--- src/rtl/spi_rd_pkg.sv ---
package spi_rd_pkg;
  localparam int FRAME_W = 8;

  typedef enum logic [1:0] {
    XM_DUPLEX   = 2'd0,
    XM_TX_ONLY  = 2'd1,
    XM_RX_ONLY  = 2'd2,
    XM_CMD_READ = 2'd3
  } xfer_mode_e;

  typedef enum logic [1:0] {
    PH_IDLE  = 2'd0,
    PH_SEND  = 2'd1,
    PH_FETCH = 2'd2
  } phase_e;
endpackage

--- src/rtl/spi_rd_fifo.sv ---
module spi_rd_fifo #(
  parameter int W     = 8,
  parameter int DEPTH = 8
) (
  input  logic         clk,
  input  logic         rst_n,
  input  logic         wr_en,
  input  logic [W-1:0] wr_data,
  output logic         full,
  input  logic         rd_en,
  output logic [W-1:0] rd_data,
  output logic         empty
);
  localparam int AW = (DEPTH > 1) ? $clog2(DEPTH) : 1;

  logic [W-1:0] mem [DEPTH];
  logic [AW:0]  wp, rp;

  assign empty   = (wp == rp);
  assign full    = (wp[AW] != rp[AW]) && (wp[AW-1:0] == rp[AW-1:0]);
  assign rd_data = mem[rp[AW-1:0]];

  always_ff @(posedge clk) begin
    if (wr_en && !full) mem[wp[AW-1:0]] <= wr_data;
  end

  always_ff @(posedge clk or negedge rst_n) begin
    if (!rst_n) begin
      wp <= '0;
      rp <= '0;
    end else begin
      if (wr_en && !full)  wp <= wp + 1'b1;
      if (rd_en && !empty) rp <= rp + 1'b1;
    end
  end
endmodule

--- src/rtl/spi_rd_shifter.sv ---
module spi_rd_shifter
  import spi_rd_pkg::*;
#(
  parameter int HALF_DIV = 2
) (
  input  logic               clk,
  input  logic               rst_n,
  input  logic               abort,
  input  logic               start,
  input  logic [FRAME_W-1:0] tx_byte,
  input  logic               din,
  output logic               sclk,
  output logic               dout,
  output logic               done,
  output logic [FRAME_W-1:0] rx_byte
);
  localparam int CW = (HALF_DIV > 1) ? $clog2(HALF_DIV) : 1;
  localparam logic [CW-1:0] LAST = CW'(HALF_DIV - 1);
  localparam int BW = $clog2(FRAME_W);
  localparam logic [BW-1:0] LAST_BIT = BW'(FRAME_W - 1);

  logic               active;
  logic [CW-1:0]      div_cnt;
  logic [BW-1:0]      bit_cnt;
  logic [FRAME_W-1:0] tx_sh, rx_sh;

  assign dout    = active & tx_sh[FRAME_W-1];
  assign rx_byte = rx_sh;

  always_ff @(posedge clk or negedge rst_n) begin
    if (!rst_n) begin
      active  <= 1'b0;
      sclk    <= 1'b0;
      done    <= 1'b0;
      div_cnt <= '0;
      bit_cnt <= '0;
      tx_sh   <= '0;
      rx_sh   <= '0;
    end else begin
      done <= 1'b0;
      if (abort) begin
        active  <= 1'b0;
        sclk    <= 1'b0;
        div_cnt <= '0;
      end else if (start) begin
        active  <= 1'b1;
        sclk    <= 1'b0;
        div_cnt <= '0;
        bit_cnt <= '0;
        tx_sh   <= tx_byte;
      end else if (active) begin
        if (div_cnt == LAST) begin
          div_cnt <= '0;
          if (!sclk) begin
            sclk  <= 1'b1;
            rx_sh <= {rx_sh[FRAME_W-2:0], din};
          end else begin
            sclk <= 1'b0;
            if (bit_cnt == LAST_BIT) begin
              active <= 1'b0;
              done   <= 1'b1;
            end else begin
              bit_cnt <= bit_cnt + 1'b1;
              tx_sh   <= {tx_sh[FRAME_W-2:0], 1'b0};
            end
          end
        end else begin
          div_cnt <= div_cnt + 1'b1;
        end
      end
    end
  end
endmodule

--- src/rtl/spi_rd_seq.sv ---
module spi_rd_seq
  import spi_rd_pkg::*;
#(
  parameter int CNT_W = 8
) (
  input  logic               clk,
  input  logic               rst_n,
  input  logic               en,
  input  xfer_mode_e         mode,
  input  logic [CNT_W-1:0]   count,
  input  logic               tx_empty,
  input  logic [FRAME_W-1:0] tx_head,
  output logic               tx_pop,
  input  logic               sh_done,
  input  logic [FRAME_W-1:0] sh_rx,
  output logic               sh_start,
  output logic [FRAME_W-1:0] sh_byte,
  output logic               sh_abort,
  output logic               rx_push,
  output logic [FRAME_W-1:0] rx_push_data,
  output logic               busy,
  output logic               cs_n,
  output phase_e             phase
);
  phase_e           phase_q, phase_n;
  logic [CNT_W-1:0] left_q, left_n;
  logic             cs_q;

  assign phase        = phase_q;
  assign busy         = (phase_q != PH_IDLE);
  assign cs_n         = cs_q;
  assign sh_abort     = !en && (phase_q != PH_IDLE);
  assign rx_push_data = sh_rx;
  assign rx_push      = sh_done && en &&
                        ((phase_q == PH_FETCH) ||
                         (phase_q == PH_SEND && mode == XM_DUPLEX));

  always_comb begin
    phase_n  = phase_q;
    left_n   = left_q;
    tx_pop   = 1'b0;
    sh_start = 1'b0;
    sh_byte  = tx_head;
    unique case (phase_q)
      PH_IDLE: begin
        if (en && !tx_empty) begin
          tx_pop   = 1'b1;
          sh_start = 1'b1;
          if (mode == XM_RX_ONLY) begin
            sh_byte = '0;
            left_n  = count;
            phase_n = PH_FETCH;
          end else begin
            phase_n = PH_SEND;
          end
        end
      end
      PH_SEND: begin
        if (!en) begin
          phase_n = PH_IDLE;
        end else if (sh_done) begin
          if (!tx_empty) begin
            tx_pop   = 1'b1;
            sh_start = 1'b1;
          end else if (mode == XM_CMD_READ) begin
            sh_start = 1'b1;
            sh_byte  = '0;
            left_n   = count;
            phase_n  = PH_FETCH;
          end else begin
            phase_n = PH_IDLE;
          end
        end
      end
      PH_FETCH: begin
        if (!en) begin
          phase_n = PH_IDLE;
        end else if (sh_done) begin
          if (left_q == '0) begin
            phase_n = PH_IDLE;
          end else begin
            left_n   = left_q - 1'b1;
            sh_start = 1'b1;
            sh_byte  = '0;
          end
        end
      end
      default: phase_n = PH_IDLE;
    endcase
  end

  always_ff @(posedge clk or negedge rst_n) begin
    if (!rst_n) begin
      phase_q <= PH_IDLE;
      left_q  <= '0;
      cs_q    <= 1'b1;
    end else begin
      phase_q <= phase_n;
      left_q  <= left_n;
      cs_q    <= (phase_n == PH_IDLE);
    end
  end
endmodule

--- src/rtl/spi_rd_master.sv ---
module spi_rd_master
  import spi_rd_pkg::*;
#(
  parameter int HALF_DIV = 2,
  parameter int TX_DEPTH = 8,
  parameter int RX_DEPTH = 8,
  parameter int CNT_W    = 8
) (
  input  logic             clk,
  input  logic             rst_n,
  input  logic             ctl_en,
  input  logic             ctl_wr,
  input  logic [1:0]       ctl_mode,
  input  logic [CNT_W-1:0] ctl_count,
  output logic             stat_busy,
  output logic             stat_rx_ovf,
  input  logic             tx_valid,
  output logic             tx_ready,
  input  logic [7:0]       tx_data,
  output logic             rx_valid,
  input  logic             rx_ready,
  output logic [7:0]       rx_data,
  output logic             spi_sclk,
  output logic             spi_dout,
  input  logic             spi_din,
  output logic             spi_cs_n
);
  logic [1:0]         mode_q;
  logic [CNT_W-1:0]   count_q;
  logic               ovf_q;
  logic               cfg_take;

  logic               tx_full, tx_empty, tx_pop;
  logic [FRAME_W-1:0] tx_head;
  logic               rx_full, rx_empty, rx_push;
  logic [FRAME_W-1:0] rx_push_data;
  logic               sh_start, sh_abort, sh_done;
  logic [FRAME_W-1:0] sh_byte, sh_rx;
  phase_e             phase;

  assign cfg_take    = ctl_wr && !ctl_en;
  assign stat_rx_ovf = ovf_q;
  assign tx_ready    = !tx_full;
  assign rx_valid    = !rx_empty;

  always_ff @(posedge clk or negedge rst_n) begin
    if (!rst_n) begin
      mode_q  <= 2'd0;
      count_q <= '0;
      ovf_q   <= 1'b0;
    end else begin
      if (cfg_take) begin
        mode_q  <= ctl_mode;
        count_q <= ctl_count;
      end
      if (cfg_take)                ovf_q <= 1'b0;
      else if (rx_push && rx_full) ovf_q <= 1'b1;
    end
  end

  spi_rd_fifo #(.W(FRAME_W), .DEPTH(TX_DEPTH)) u_txq (
    .clk(clk), .rst_n(rst_n),
    .wr_en(tx_valid), .wr_data(tx_data), .full(tx_full),
    .rd_en(tx_pop), .rd_data(tx_head), .empty(tx_empty)
  );

  spi_rd_fifo #(.W(FRAME_W), .DEPTH(RX_DEPTH)) u_rxq (
    .clk(clk), .rst_n(rst_n),
    .wr_en(rx_push), .wr_data(rx_push_data), .full(rx_full),
    .rd_en(rx_ready), .rd_data(rx_data), .empty(rx_empty)
  );

  spi_rd_seq #(.CNT_W(CNT_W)) u_seq (
    .clk(clk), .rst_n(rst_n), .en(ctl_en),
    .mode(xfer_mode_e'(mode_q)), .count(count_q),
    .tx_empty(tx_empty), .tx_head(tx_head), .tx_pop(tx_pop),
    .sh_done(sh_done), .sh_rx(sh_rx), .sh_start(sh_start),
    .sh_byte(sh_byte), .sh_abort(sh_abort),
    .rx_push(rx_push), .rx_push_data(rx_push_data),
    .busy(stat_busy), .cs_n(spi_cs_n), .phase(phase)
  );

  spi_rd_shifter #(.HALF_DIV(HALF_DIV)) u_shift (
    .clk(clk), .rst_n(rst_n), .abort(sh_abort), .start(sh_start),
    .tx_byte(sh_byte), .din(spi_din), .sclk(spi_sclk), .dout(spi_dout),
    .done(sh_done), .rx_byte(sh_rx)
  );
endmodule

--- config.mk ---
export PLATFORM = sky130hd
export DESIGN_NAME = spi_rd_master
export DESIGN_NICKNAME = d
export VERILOG_FILES = /design/src/rtl/spi_rd_pkg.sv /design/src/rtl/spi_rd_fifo.sv /design/src/rtl/spi_rd_shifter.sv /design/src/rtl/spi_rd_seq.sv /design/src/rtl/spi_rd_master.sv
export SDC_FILE = /design/constraint.sdc
export NUM_CORES = 1
export LEC_CHECK = 0
export BUFFER_PORTS_ARGS = -buffer_cell sky130_fd_sc_hd__clkbuf_2
export CAP_MARGIN = 20
export CORE_AREA = 5 5 260 135
export CTS_BUF_LIST = sky130_fd_sc_hd__clkbuf_4
export CTS_CLUSTER_DIAMETER = 50
export CTS_CLUSTER_SIZE = 30
export DETAILED_ROUTE_END_ITERATION = 16
export DIE_AREA = 0 0 265 140
export HOLD_SLACK_MARGIN = 0.1
export PLACE_DENSITY = 0.45
export SLEW_MARGIN = 30
export SYNTH_ARGS = -nofsm -noshare
export SYNTH_HDL_FRONTEND = slang
export SYNTH_SLANG_ARGS = --single-unit
--- constraint.sdc ---
create_clock -name clk -period 3.6 [get_ports clk]
set_input_delay 0.72 -clock clk [delete_from_list [all_inputs] [get_ports clk]]
set_output_delay 0.72 -clock clk [all_outputs]
set_load 0.01 [all_outputs]
### Yosys cells after proc, flatten, opt, wreduce, memory -nomap -nowiden

Memories as Yosys holds them, arrays and structs flattened.
Index checks and enable logic that the tools add are counted.

* bits in writable memories: 128
* logic and storage cells: 166
* memories kept: 2
* flip-flop bits (word level): 61

Memories
* u_rxq.mem: depth 8, width 8, rd ports 1, clocked after memory_dff 0, write ports 1, line spi_rd_fifo.sv:16 `logic [W-1:0] mem [DEPTH];`
* u_txq.mem: depth 8, width 8, rd ports 1, clocked after memory_dff 0, write ports 1, line spi_rd_fifo.sv:16

* add/subtract/negate cells: 7
* mux-type cells: 80
* reductions and logical operators: 35
* bitwise operators: 4
* equality and inequality tests: 21

Operator list (number)
* $mux 8: 23
* $pmux 8 s3: 2
* $mux 1: 38
* $mux 2: 9
* $add 4x1->4 const B: 4
* $mux 3: 5
* $logic_and 1x1->1: 13
* $ne 2x1->1 const B: 5
* $ne 2x2->1 const B: 5
* $reduce_and 10->1: 1
* $reduce_and 5->1: 2
* $reduce_bool 2->1: 5
* $reduce_bool 3->1: 3
* $eq 4x4->1: 2
* $logic_not 8->1: 1
* $sub 8x1->8 const B: 1
* $eq 2x2->1 const B: 3
* $eq 3x3->1: 2
* $logic_not 2->1: 3
* $pmux 2 s3: 1
* $logic_not 1->1: 5
* $add 3x1->3 const B: 1
* $eq 3x3->1 const B: 1
* $not 1->1: 3
* 8 further kinds: 9

### Longest topological paths before layout

Gate-level depths: netlist (run 1).

* depth after elaboration: 8
* mapped depth: 9
* gate-level depth less buffers: 8

### By module

Synthesis (run 1) repeated with hierarchy kept, for this count alone.

* cells, all modules: 543
* area, all modules: 8703.3 µm²

Modules (own cells, without submodules)
* spi_rd_fifo at u_rxq: area an instance 3076.7 µm², cells an instance 149, instances 1
* spi_rd_fifo at u_txq: area an instance 3029.2 µm², cells an instance 149, instances 1
* spi_rd_shifter: area an instance 1083.5 µm², cells an instance 92, instances 1
* spi_rd_seq: area an instance 1042.2 µm², cells an instance 126, instances 1
* spi_rd_master: area an instance 471.7 µm², cells an instance 27, instances 1

### Worst setup path before layout (run 1)

Ideal clock, no wire load.

* path type: flip-flop to output port
* from: register u_rxq.rp[0]
* to: output rx_data[0]
* data arrival time: 1964 ps
* setup slack: 916 ps
* data required time: 2880 ps
* cell stages (with the launch flop): 5
* cell sequence: dfrtp_1 > buf_2 > buf_1 > mux4_2 > mux2_2

* cells in the longest elaborated chain, start to end: 1

RTL lines
* start: declaration: line spi_rd_fifo.sv:17 `logic [AW:0] wp, rp;`
* start signal: assignment: line spi_rd_fifo.sv:33 `if (rd_en && !empty) rp <= rp + 1'b1;`
* $mem_v2 8x8
* end: declaration: line spi_rd_master.sv:22 `output logic [7:0] rx_data,`

Every way passes these cells.

### Final worst setup path (run 1)

* from: register u_rxq.rp[0]
* to: output rx_data[3]

The elaborated chain is that of the path after synthesis.

==> flow_summary.ini, run 1 <==
[synth]
post_synth.cell_area_avg_sq_um = 16.5
proportion_of_synthesized_flip_flops_having_asynchronous_set_or_reset_pct = 32.3
synth.yosys.seq_area_share_pct = 67.1
synth.net_count = 522
netlist-cell-type-count = 52
most_common_cell_in_the_synthesized_netlist = edfxtp_1
ys_seq_elements = 189
netlist_area_sq_mm = 0.00801
synth_top_area_share_pct = 48.0
synth.top_cells.by_area = edfxtp_1 48%, dfrtp_1 19%, mux4_2 9.0%
postSynth.topFlopCell = edfxtp_1
netlist_instances = 486
yosys_warnings = 0
synth.largest_area_cell = edfxtp_1
post_synth_most_frequent_cells = 128 x edfxtp_1, 60 x dfrtp_1, 32 x mux4_2, 26 x nand2_1, 21 x mux2_2
synth_enable_flop_cells = 128

[routing]
drc = 0
detailedRoute.firstPassIterationCount = 5
drt-total-wl_um = 18000
avgRoutedWirePerCell_um = 18.0
via_per_inst = 4.34
route.vias.total = 4340
drtIter0Drc = 270
ant_nets = 0

[timing]
min_period_ps = 3100
fmax_mhz = 322
slew_headroom_pct = 35.4
period_share_pct = 86.2
clock-skew-final_ps = 34.7
finalSetupViolations = 0
unrepaired_setup_endpoints_after_global_routing = false
worst-slew-pin-transition_ps = 965
setup_total_negative_slack_ps = 0
final_hold_viol_count = 0
timing_max_transition_violations_final = 0
finalHoldWorstSlack_ps = 280

[clocking]
ctsHtreeMaxLevel = 4
cts_post_setup_buffers_inserted = 0
number_of_buffers_created_by_cts = 17
clock_tree.root_cell = clkbuf_4
cts.hold.buffers_added = 0
clock_sinks = 189
cts-resized-gates = 0
buffer_depth_of_the_longest_clock_path = 2
cts_tree = done
worst_setup_hold_path_clk_slew_ps = 160
worst_skew_pair.late_latency_ps = 600

[worst_hold_path]
hold_path_class = primary input to async pin

[placement]
detailed_place_hpwl_um = 12600
place_inst = 968
gp_congestion = 0.732
io_buffer_count = 39

[worst_setup_path]
cp-end-kind = output port
path_cells = buf_4 > mux4_2 > mux2_2 > clkbuf_2
critical_path.max_fanout = 18
critical_path_buf_inv_count = 2
cpLargestDelayFamily = multiplexers
data_arrival_time_of_the_critical_path_ps = 2380
r2r_slack_ps = 650
crit_type = flop to output port
slowest_delay_ps = 570
worstPathRequired_ps = 2880
start_kind = flop
crit_slowest_cell = mux4_2

[floorplanning]
io_pins = 40
die_h_um = 140
core-area_sq_mm = 0.0326
rows = 47
design.die.area_sq_mm = 0.0371
dieWidth_um = 265
start_util_pct = 24.6

[global_route]
grt_util_all_layers_pct = 10.1
grt_remaining_overflow = 0
grt_start_max_net_pins = 62
grt_pass1_wl_um = 28200
vias_in_the_first_global_route = 4580
grt_antenna_before_repair = 1

[layout]
area_growth_syn_to_layout_pct = 13.7
num-fill-cells = 3284
final_util_pct = 27.9
finalNetCount = 582
final-instance-count-excl-fill = 999
drive_gt1_share_pct = 31.4

[pwr]
reg_power_share_pct = 47.0
irDropWorstVdd_mv = 0.219
switching_pwr_mw = 2.41
powerDensity_mw_per_mm2 = 736
clockPowerShare_pct = 17.0
power.share.combinational_pct = 36.0
power.leakage_nw = 3.26
power_report.internal_total_mw = 4.29
sw_frac_of_total_pct = 35.9

[run_status]
outcome = completed

[run]
max-cap-violations = 0
metal layers:
metal  vias up  routed length [um]  GRT usage, %
met2        76                7900          14.9
met5         -                   0             0
met4         0                 191          2.37
li1       1990                   -             -
met3        12                 528          2.52
met1      2262                9380          15.0
worst register-to-register path: stages (launching register included):
cell,delay [ps]
dfrtp_1,410
inv_1,80
ha_1,200
or4b_4,500
nor4_4,250
a221o_1,270
a21oi_2,160
or4_4,630
mux2_4,330
power by group through the flow:
stage                     Sequential, mW  Clock (mW)  Combinational [mW]
final                               3.15        1.14                2.41
after global routing                3.21        1.29                2.66
after CTS                           3.16        1.19                2.46
after detailed placement            3.21           0                2.46
after global placement              3.17           0                2.39
after floorplan                     3.04           0                1.83
layout by cell type, fill, tap and decap left out, drive strengths merged, types with 2 or more instances in the layout:
master  synthesis  routed
a21oi           8       8
a31oi           3       3
and2            4       4
buf            11      27
clkbuf         13      55
clkinv          0       3
dfrtp          60      60
edfxtp        128     128
ha             11      11
inv            14      22
mux2           29      29
mux2i          14      14
mux4           32      32
nand2          26      26
nand2b          2       2
nand3          18      18
nand4           3       3
nand4b          3       3
nor2           19      19
nor3           13      13
nor3b           6       6
nor4            3       3
o21ai          10      10
o221a           7       7
o22ai           3       3
o32ai           2       2
or2             2       2
or3             4       4
or4             3       3
xnor2          12      12
xor2           10      10
registers in the layout (all words and copies together) (netlist names), 3 cells and up:
name	cells
u_rxq.mem	64
u_txq.mem	64
count_q	8
u_seq.left_q	8
u_shift.rx_byte	8
u_shift.tx_sh	8
u_rxq.rp	4
u_rxq.wp	4
u_txq.rp	4
u_txq.wp	4
u_shift.bit_cnt	3
area by class of cell:
type                    instances  area, sq um  area share [%]
flip-flops and latches        189         5370            59.0
multi-input cells             259         2480            27.2
well taps                     441          552            6.06
repair buffers                 65          390            4.29
clock inverters                13          131            1.44
clock buffers                  17          128            1.40
inverters                      14         52.6           0.577
diodes                          1         2.50          0.0275
through the flow:
step	total power, mW	cell area, sq um	setup slack, ps
floorplan	4.87	8010	916
global placement	5.56	8840	756
global route	7.16	9100	313
finish	6.70	9100	498
detailed placement	5.67	8840	693
CTS	6.81	9100	375
cells by family (layout without fill, tap and decap cells):
| group | count (synthesis) | after routing | share of synthesized area (%) |
|---|---|---|---|
| adders and majority gates | 11 | 11 | 1.72 |
| other | 0 | 1 | 0 |
| buffers and inverters | 38 | 109 | 2.11 |
| xor gates and xnor gates | 22 | 22 | 2.59 |
| AOI/OAI and AO/OA | 41 | 41 | 3.94 |
| and+or+nand+nor | 110 | 110 | 7.39 |
| muxes | 75 | 75 | 15.2 |
| DFF | 189 | 189 | 67.1 |
worst paths after layout:
path	startpoint	endpoint	depth (start not counted)
min reg2reg	u_shift.bit_cnt[0]	u_shift.bit_cnt[0]	1
min	rst_n	u_shift.rx_byte[1]	2
max reg2reg	u_seq.left_q[0]	u_shift.rx_byte[2]	8
min in group clk	ctl_mode[1]	mode_q[1]	3
max in group asynchronous	rst_n	u_txq.rp[3]	2
max	u_rxq.rp[0]	rx_data[3]	4
(Power assumes the default switching activity.)
==> inputs of run 2 (changes only) <==
--- a/config.mk
+++ b/config.mk
@@ -14,7 +14,7 @@
 export DETAILED_ROUTE_END_ITERATION = 16
 export DIE_AREA = 0 0 265 140
 export HOLD_SLACK_MARGIN = 0.1
-export PLACE_DENSITY = 0.45
+export PLACE_DENSITY_LB_ADDON = 0.25
 export SLEW_MARGIN = 30
 export SYNTH_ARGS = -nofsm -noshare
 export SYNTH_HDL_FRONTEND = slang
==> flow_summary.ini, run 2 (synthesis gave the netlist of run 1 again) <==
[run_status]
outcome = completed

[timing]
clock-skew-final_ps = 23.9
timing_max_transition_violations_final = 0
min_period_ps = 3170
period_share_pct = 88.1
finalSetupViolations = 0
final_hold_viol_count = 0
postLayoutSetupSlackWorst_ps = 428
setup_total_negative_slack_ps = 0
unrepaired_setup_endpoints_after_global_routing = false
worst-slew-pin-transition_ps = 827
fmax_mhz = 315
slew_headroom_pct = 44.8

[clocking]
ctsHtreeMaxLevel = 4
buffer_depth_of_the_longest_clock_path = 2
worst_setup_hold_path_clk_slew_ps = 170
worst_skew_pair.late_latency_ps = 620
cts_tree = done
cts-resized-gates = 0
clock_tree.root_cell = clkbuf_4
clock_sinks = 189
number_of_buffers_created_by_cts = 17
cts_post_setup_buffers_inserted = 0
cts.hold.buffers_added = 0

[pwr]
reg_power_share_pct = 47.3
power.share.combinational_pct = 36.3
clockPowerShare_pct = 16.4
power.leakage_nw = 3.27
powerDensity_mw_per_mm2 = 732
irDropWorstVdd_mv = 0.217
power_report.internal_total_mw = 4.26
switching_pwr_mw = 2.41
sw_frac_of_total_pct = 36.1

[floorplanning]
design.die.area_sq_mm = 0.0371
start_util_pct = 24.6
io_pins = 40
die_h_um = 140
rows = 47
dieWidth_um = 265
core-area_sq_mm = 0.0326

[global_route]
grt_pass1_wl_um = 27800
grt.met3_usage_pct = 2.96
grt_remaining_overflow = 0
groute.layer.met1.usage_pct = 14.1
grt_most_used_layer = met2
vias_in_the_first_global_route = 4622
grt_antenna_before_repair = 2
grt_use_met2_pct = 14.8
grt_util_all_layers_pct = 9.90
grt_start_max_net_pins = 62

[layout]
mostFrequentLayoutCells = 128 x edfxtp_1, 60 x dfrtp_1, 38 x clkbuf_2, 32 x mux4_2, 27 x buf_4
drive_gt1_share_pct = 31.6
final_common_cell = edfxtp_1
area_growth_syn_to_layout_pct = 13.8
finalNetCount = 583

[placement]
detailed_place_hpwl_um = 12600
io_buffer_count = 39
pre_cts_ws_ps = 644
gp_congestion = 0.759

[routing]
drt-total-wl_um = 18000
via_per_inst = 4.37
ant_nets = 0
drc = 0
route.vias.total = 4389
drtIter0Drc = 411
avgRoutedWirePerCell_um = 17.9
detailedRoute.firstPassIterationCount = 5

[worst_setup_path]
crit_type = flop to output port
worstPathRequired_ps = 2880
data_arrival_time_of_the_critical_path_ps = 2450
critical_path.max_fanout = 16
start_kind = flop
cp-end-kind = output port

[run]
max-cap-violations = 0

[worst_hold_path]
hold_path_class = primary input to async pin
## run 2: changes by cell type in the layout (fill, tap and decap cells not counted), moves of 2 or more
cell,previous run,this run
clkbuf_4,17,20
clkinv_2,2,0
clkinv_4,1,4
diode_2,1,3
inv_8,2,0
## run 2: routing by layer
| layer | part of all wire [%] | routed length, um | up-vias |
|---|---|---|---|
| li1 | - | - | 1997 |
| met1 | 50 | 8950 | 2284 |
| met2 | 45 | 8080 | 93 |
| met3 | 4.1 | 736 | 15 |
| met4 | 1.1 | 195 | 0 |
| met5 | 0 | 0 | - |
## run 2: path summary, 6_finish.rpt
kind	cells after the start	startpoint	slack [ps]	end
max	4	u_rxq.rp[0]	430	rx_data[3]
min	2	rst_n	240	u_shift.rx_byte[7]
max reg2reg	8	u_seq.left_q[0]	610	u_shift.rx_byte[1]
min reg2reg	1	u_rxq.wp[3]	500	u_rxq.wp[3]
max in group asynchronous	2	rst_n	2780	count_q[3]
min in group clk	2	ctl_count[5]	330	count_q[5]
## run 2: stage by stage
step | instance area (sq um) | utilization (%) | std cells | power, mW | hold slack (ps)
3_3_place_gp | 8850 | 27.2 | 969 | 5.55 | 474
3_5_place_dp | 8850 | 27.2 | 969 | 5.67 | 484
2_1_floorplan | 8010 | - | 486 | 4.87 | 424
4_1_cts | 9110 | 28.0 | 1001 | 6.78 | 258
5_1_grt | 9110 | 28.0 | 1004 | 7.11 | 256
6_report | 9110 | 28.0 | 1004 | 6.67 | 241
## run 2: critical path, cell delays in order, from the launching register on
cell and delay (ps):
dfrtp_1 480, buf_4 380, mux4_2 570, mux2_2 280, clkbuf_2 130
## run 2: area by class of cell
type / count / area [sq um]
Inverter: 14 / 52.6
Clock buffer: 20 / 150
Antenna cell: 3 / 7.51
Timing Repair Buffer: 66 / 398
Tap cell: 441 / 552
Multi-Input combinational cell: 259 / 2480
Fill cell: 3283 / 23500
Sequential cell: 189 / 5370
Clock inverter: 12 / 108
## run 2: power by group through the flow
stage          registers (mW)  logic [mW]  clock network [mW]
4_1_cts                  3.16        2.47                1.15
3_5_place_dp             3.21        2.47                   0
6_report                 3.16        2.42                1.10
3_3_place_gp             3.17        2.38                   0
5_1_grt                  3.21        2.66                1.24
2_1_floorplan            3.04        1.83                   0
==> inputs of run 3 (changes only) <==
--- a/config.mk
+++ b/config.mk
@@ -9,12 +9,12 @@
 export CAP_MARGIN = 20
 export CORE_AREA = 5 5 260 135
 export CTS_BUF_LIST = sky130_fd_sc_hd__clkbuf_4
-export CTS_CLUSTER_DIAMETER = 50
 export CTS_CLUSTER_SIZE = 30
 export DETAILED_ROUTE_END_ITERATION = 16
 export DIE_AREA = 0 0 265 140
 export HOLD_SLACK_MARGIN = 0.1
 export PLACE_DENSITY_LB_ADDON = 0.25
+export REMOVE_ABC_BUFFERS = 1
 export SLEW_MARGIN = 30
 export SYNTH_ARGS = -nofsm -noshare
 export SYNTH_HDL_FRONTEND = slang
==> flow_summary.ini, run 3 (synthesis gave the netlist of run 1 again) <==
[routing]
via_per_inst = 4.33
route.vias.total = 4345
drtIter0Drc = 319
ant_nets = 0
avgRoutedWirePerCell_um = 17.1
detailedRoute.firstPassIterationCount = 4
drc = 0
drt-total-wl_um = 17100

[layout]
finalNetCount = 584
drive_gt1_share_pct = 31.7
final_common_cell = edfxtp_1
num-fill-cells = 3293
mostFrequentLayoutCells = 128 x edfxtp_1, 60 x dfrtp_1, 38 x clkbuf_2, 32 x mux4_2, 27 x buf_4
area_growth_syn_to_layout_pct = 14.2

[timing]
min_period_ps = 3050
worst-slew-pin-transition_ps = 698
period_share_pct = 84.7
fmax_mhz = 328
finalSetupViolations = 0
timing_max_transition_violations_final = 0
unrepaired_setup_endpoints_after_global_routing = false
final_hold_viol_count = 0
slew_headroom_pct = 53.5
clock-skew-final_ps = 20.8
setup_total_negative_slack_ps = 0
finalHoldWorstSlack_ps = 370

[worst_setup_path]
timing.reg2reg.worst_path_depth = 8
crit_slowest_cell = dfrtp_1
crit_type = flop to output port
timing.critical_path.depth = 4
slowest_delay_ps = 680
path_cells = buf_4 > mux4_2 > mux2_2 > clkbuf_2
critical_path_buf_inv_count = 2
data_arrival_time_of_the_critical_path_ps = 2330
cp-end-kind = output port
start_kind = flop
cpLargestDelayFamily = flip-flops
worstPathRequired_ps = 2880
critical_path.max_fanout = 12

[clocking]
cts-resized-gates = 0
number_of_buffers_created_by_cts = 17
worst_skew_pair.late_latency_ps = 570
ctsHtreeMaxLevel = 4
cts_tree = done
buffer_depth_of_the_longest_clock_path = 2
worst_setup_hold_path_clk_slew_ps = 160
clock_tree.root_cell = clkbuf_4
clock_sinks = 189

[placement]
detailed_place_hpwl_um = 12100
gp_congestion = 0.755
io_buffer_count = 39

[global_route]
vias_in_the_first_global_route = 4653
grt_util_all_layers_pct = 9.65
grt_start_max_net_pins = 30
grt_use_met2_pct = 14.3
grt_antenna_before_repair = 1
grt_most_used_layer = met2
grt.met3_usage_pct = 2.47
grt_remaining_overflow = 0
grt_pass1_wl_um = 27600
groute.layer.met1.usage_pct = 14.2

[pwr]
power.leakage_nw = 3.28
powerDensity_mw_per_mm2 = 726
irDropWorstVdd_mv = 0.217

[floorplanning]
rows = 47
die_h_um = 140
core-area_sq_mm = 0.0326
dieWidth_um = 265
start_util_pct = 24.6
io_pins = 40
design.die.area_sq_mm = 0.0371

[run_status]
outcome = completed

[worst_hold_path]
hold-path-cell-count = 3
hold_path_class = primary input to flop

[run]
max-cap-violations = 0
==> run 3: tightest hold or removal path: cells and delay by family <==
kind	cells	cell delay [ps]
buf+inv	1	80
compound gates	1	70
simple gates	1	40
==> run 3: power breakdown <==
part | internal, mW | leakage [nW] | switching [mW]
clock | 0.312 | 0.152 | 0.803
sequential | 2.78 | 1.92 | 0.383
combinational | 1.15 | 1.21 | 1.20
total | 4.25 | 3.28 | 2.39
==> run 3: final timing paths <==
path	from	endpoint	slack [ps]
min in group asynchronous	rst_n	u_rxq.rp[1]	720
max in group asynchronous	rst_n	count_q[1]	2090
worst max-delay path	u_rxq.rp[1]	rx_data[3]	550
worst min-delay path	ctl_mode[1]	mode_q[1]	370
worst min register to register	u_txq.wp[3]	u_txq.wp[3]	500
worst max register to register	u_seq.left_q[0]	u_shift.rx_byte[3]	700
==> run 3: layout make-up <==
class / instances / area [sq um] / area share, %
multi-input cells: 259 / 2480 / 27.1
clock buffers: 17 / 128 / 1.40
diodes: 1 / 2.50 / 0.0274
flip-flops and latches: 189 / 5370 / 58.7
repair buffers: 67 / 408 / 4.46
clock inverters: 15 / 148 / 1.61
inverters: 14 / 52.6 / 0.575
well taps: 441 / 552 / 6.03
==> run 3: timing repair <==
item | 4_1_cts | 5_1_grt
hold buffers | 1 | 0
hold endpoints to repair | 1 | 0
setup buffers | 0 | 0
==> run 3: layer usage <==
| metal | routed length (um) | vias to the layer above |
|---|---|---|
| li1 | - | 1992 |
| met1 | 8380 | 2260 |
| met2 | 7770 | 85 |
| met3 | 817 | 8 |
| met4 | 141 | 0 |
| met5 | 0 | - |
==> run 3: per-stage QoR <==
stage	cells	area [sq um]	total power [mW]	util, %	worst slack [ps]
floorplan	462	7890	4.77	-	261
global placement	969	8850	5.54	27.2	768
detailed placement	969	8850	5.62	27.2	703
CTS	1002	9140	6.76	28.0	457
global route	1003	9140	7.10	28.1	397
finish	1003	9140	6.64	28.1	549
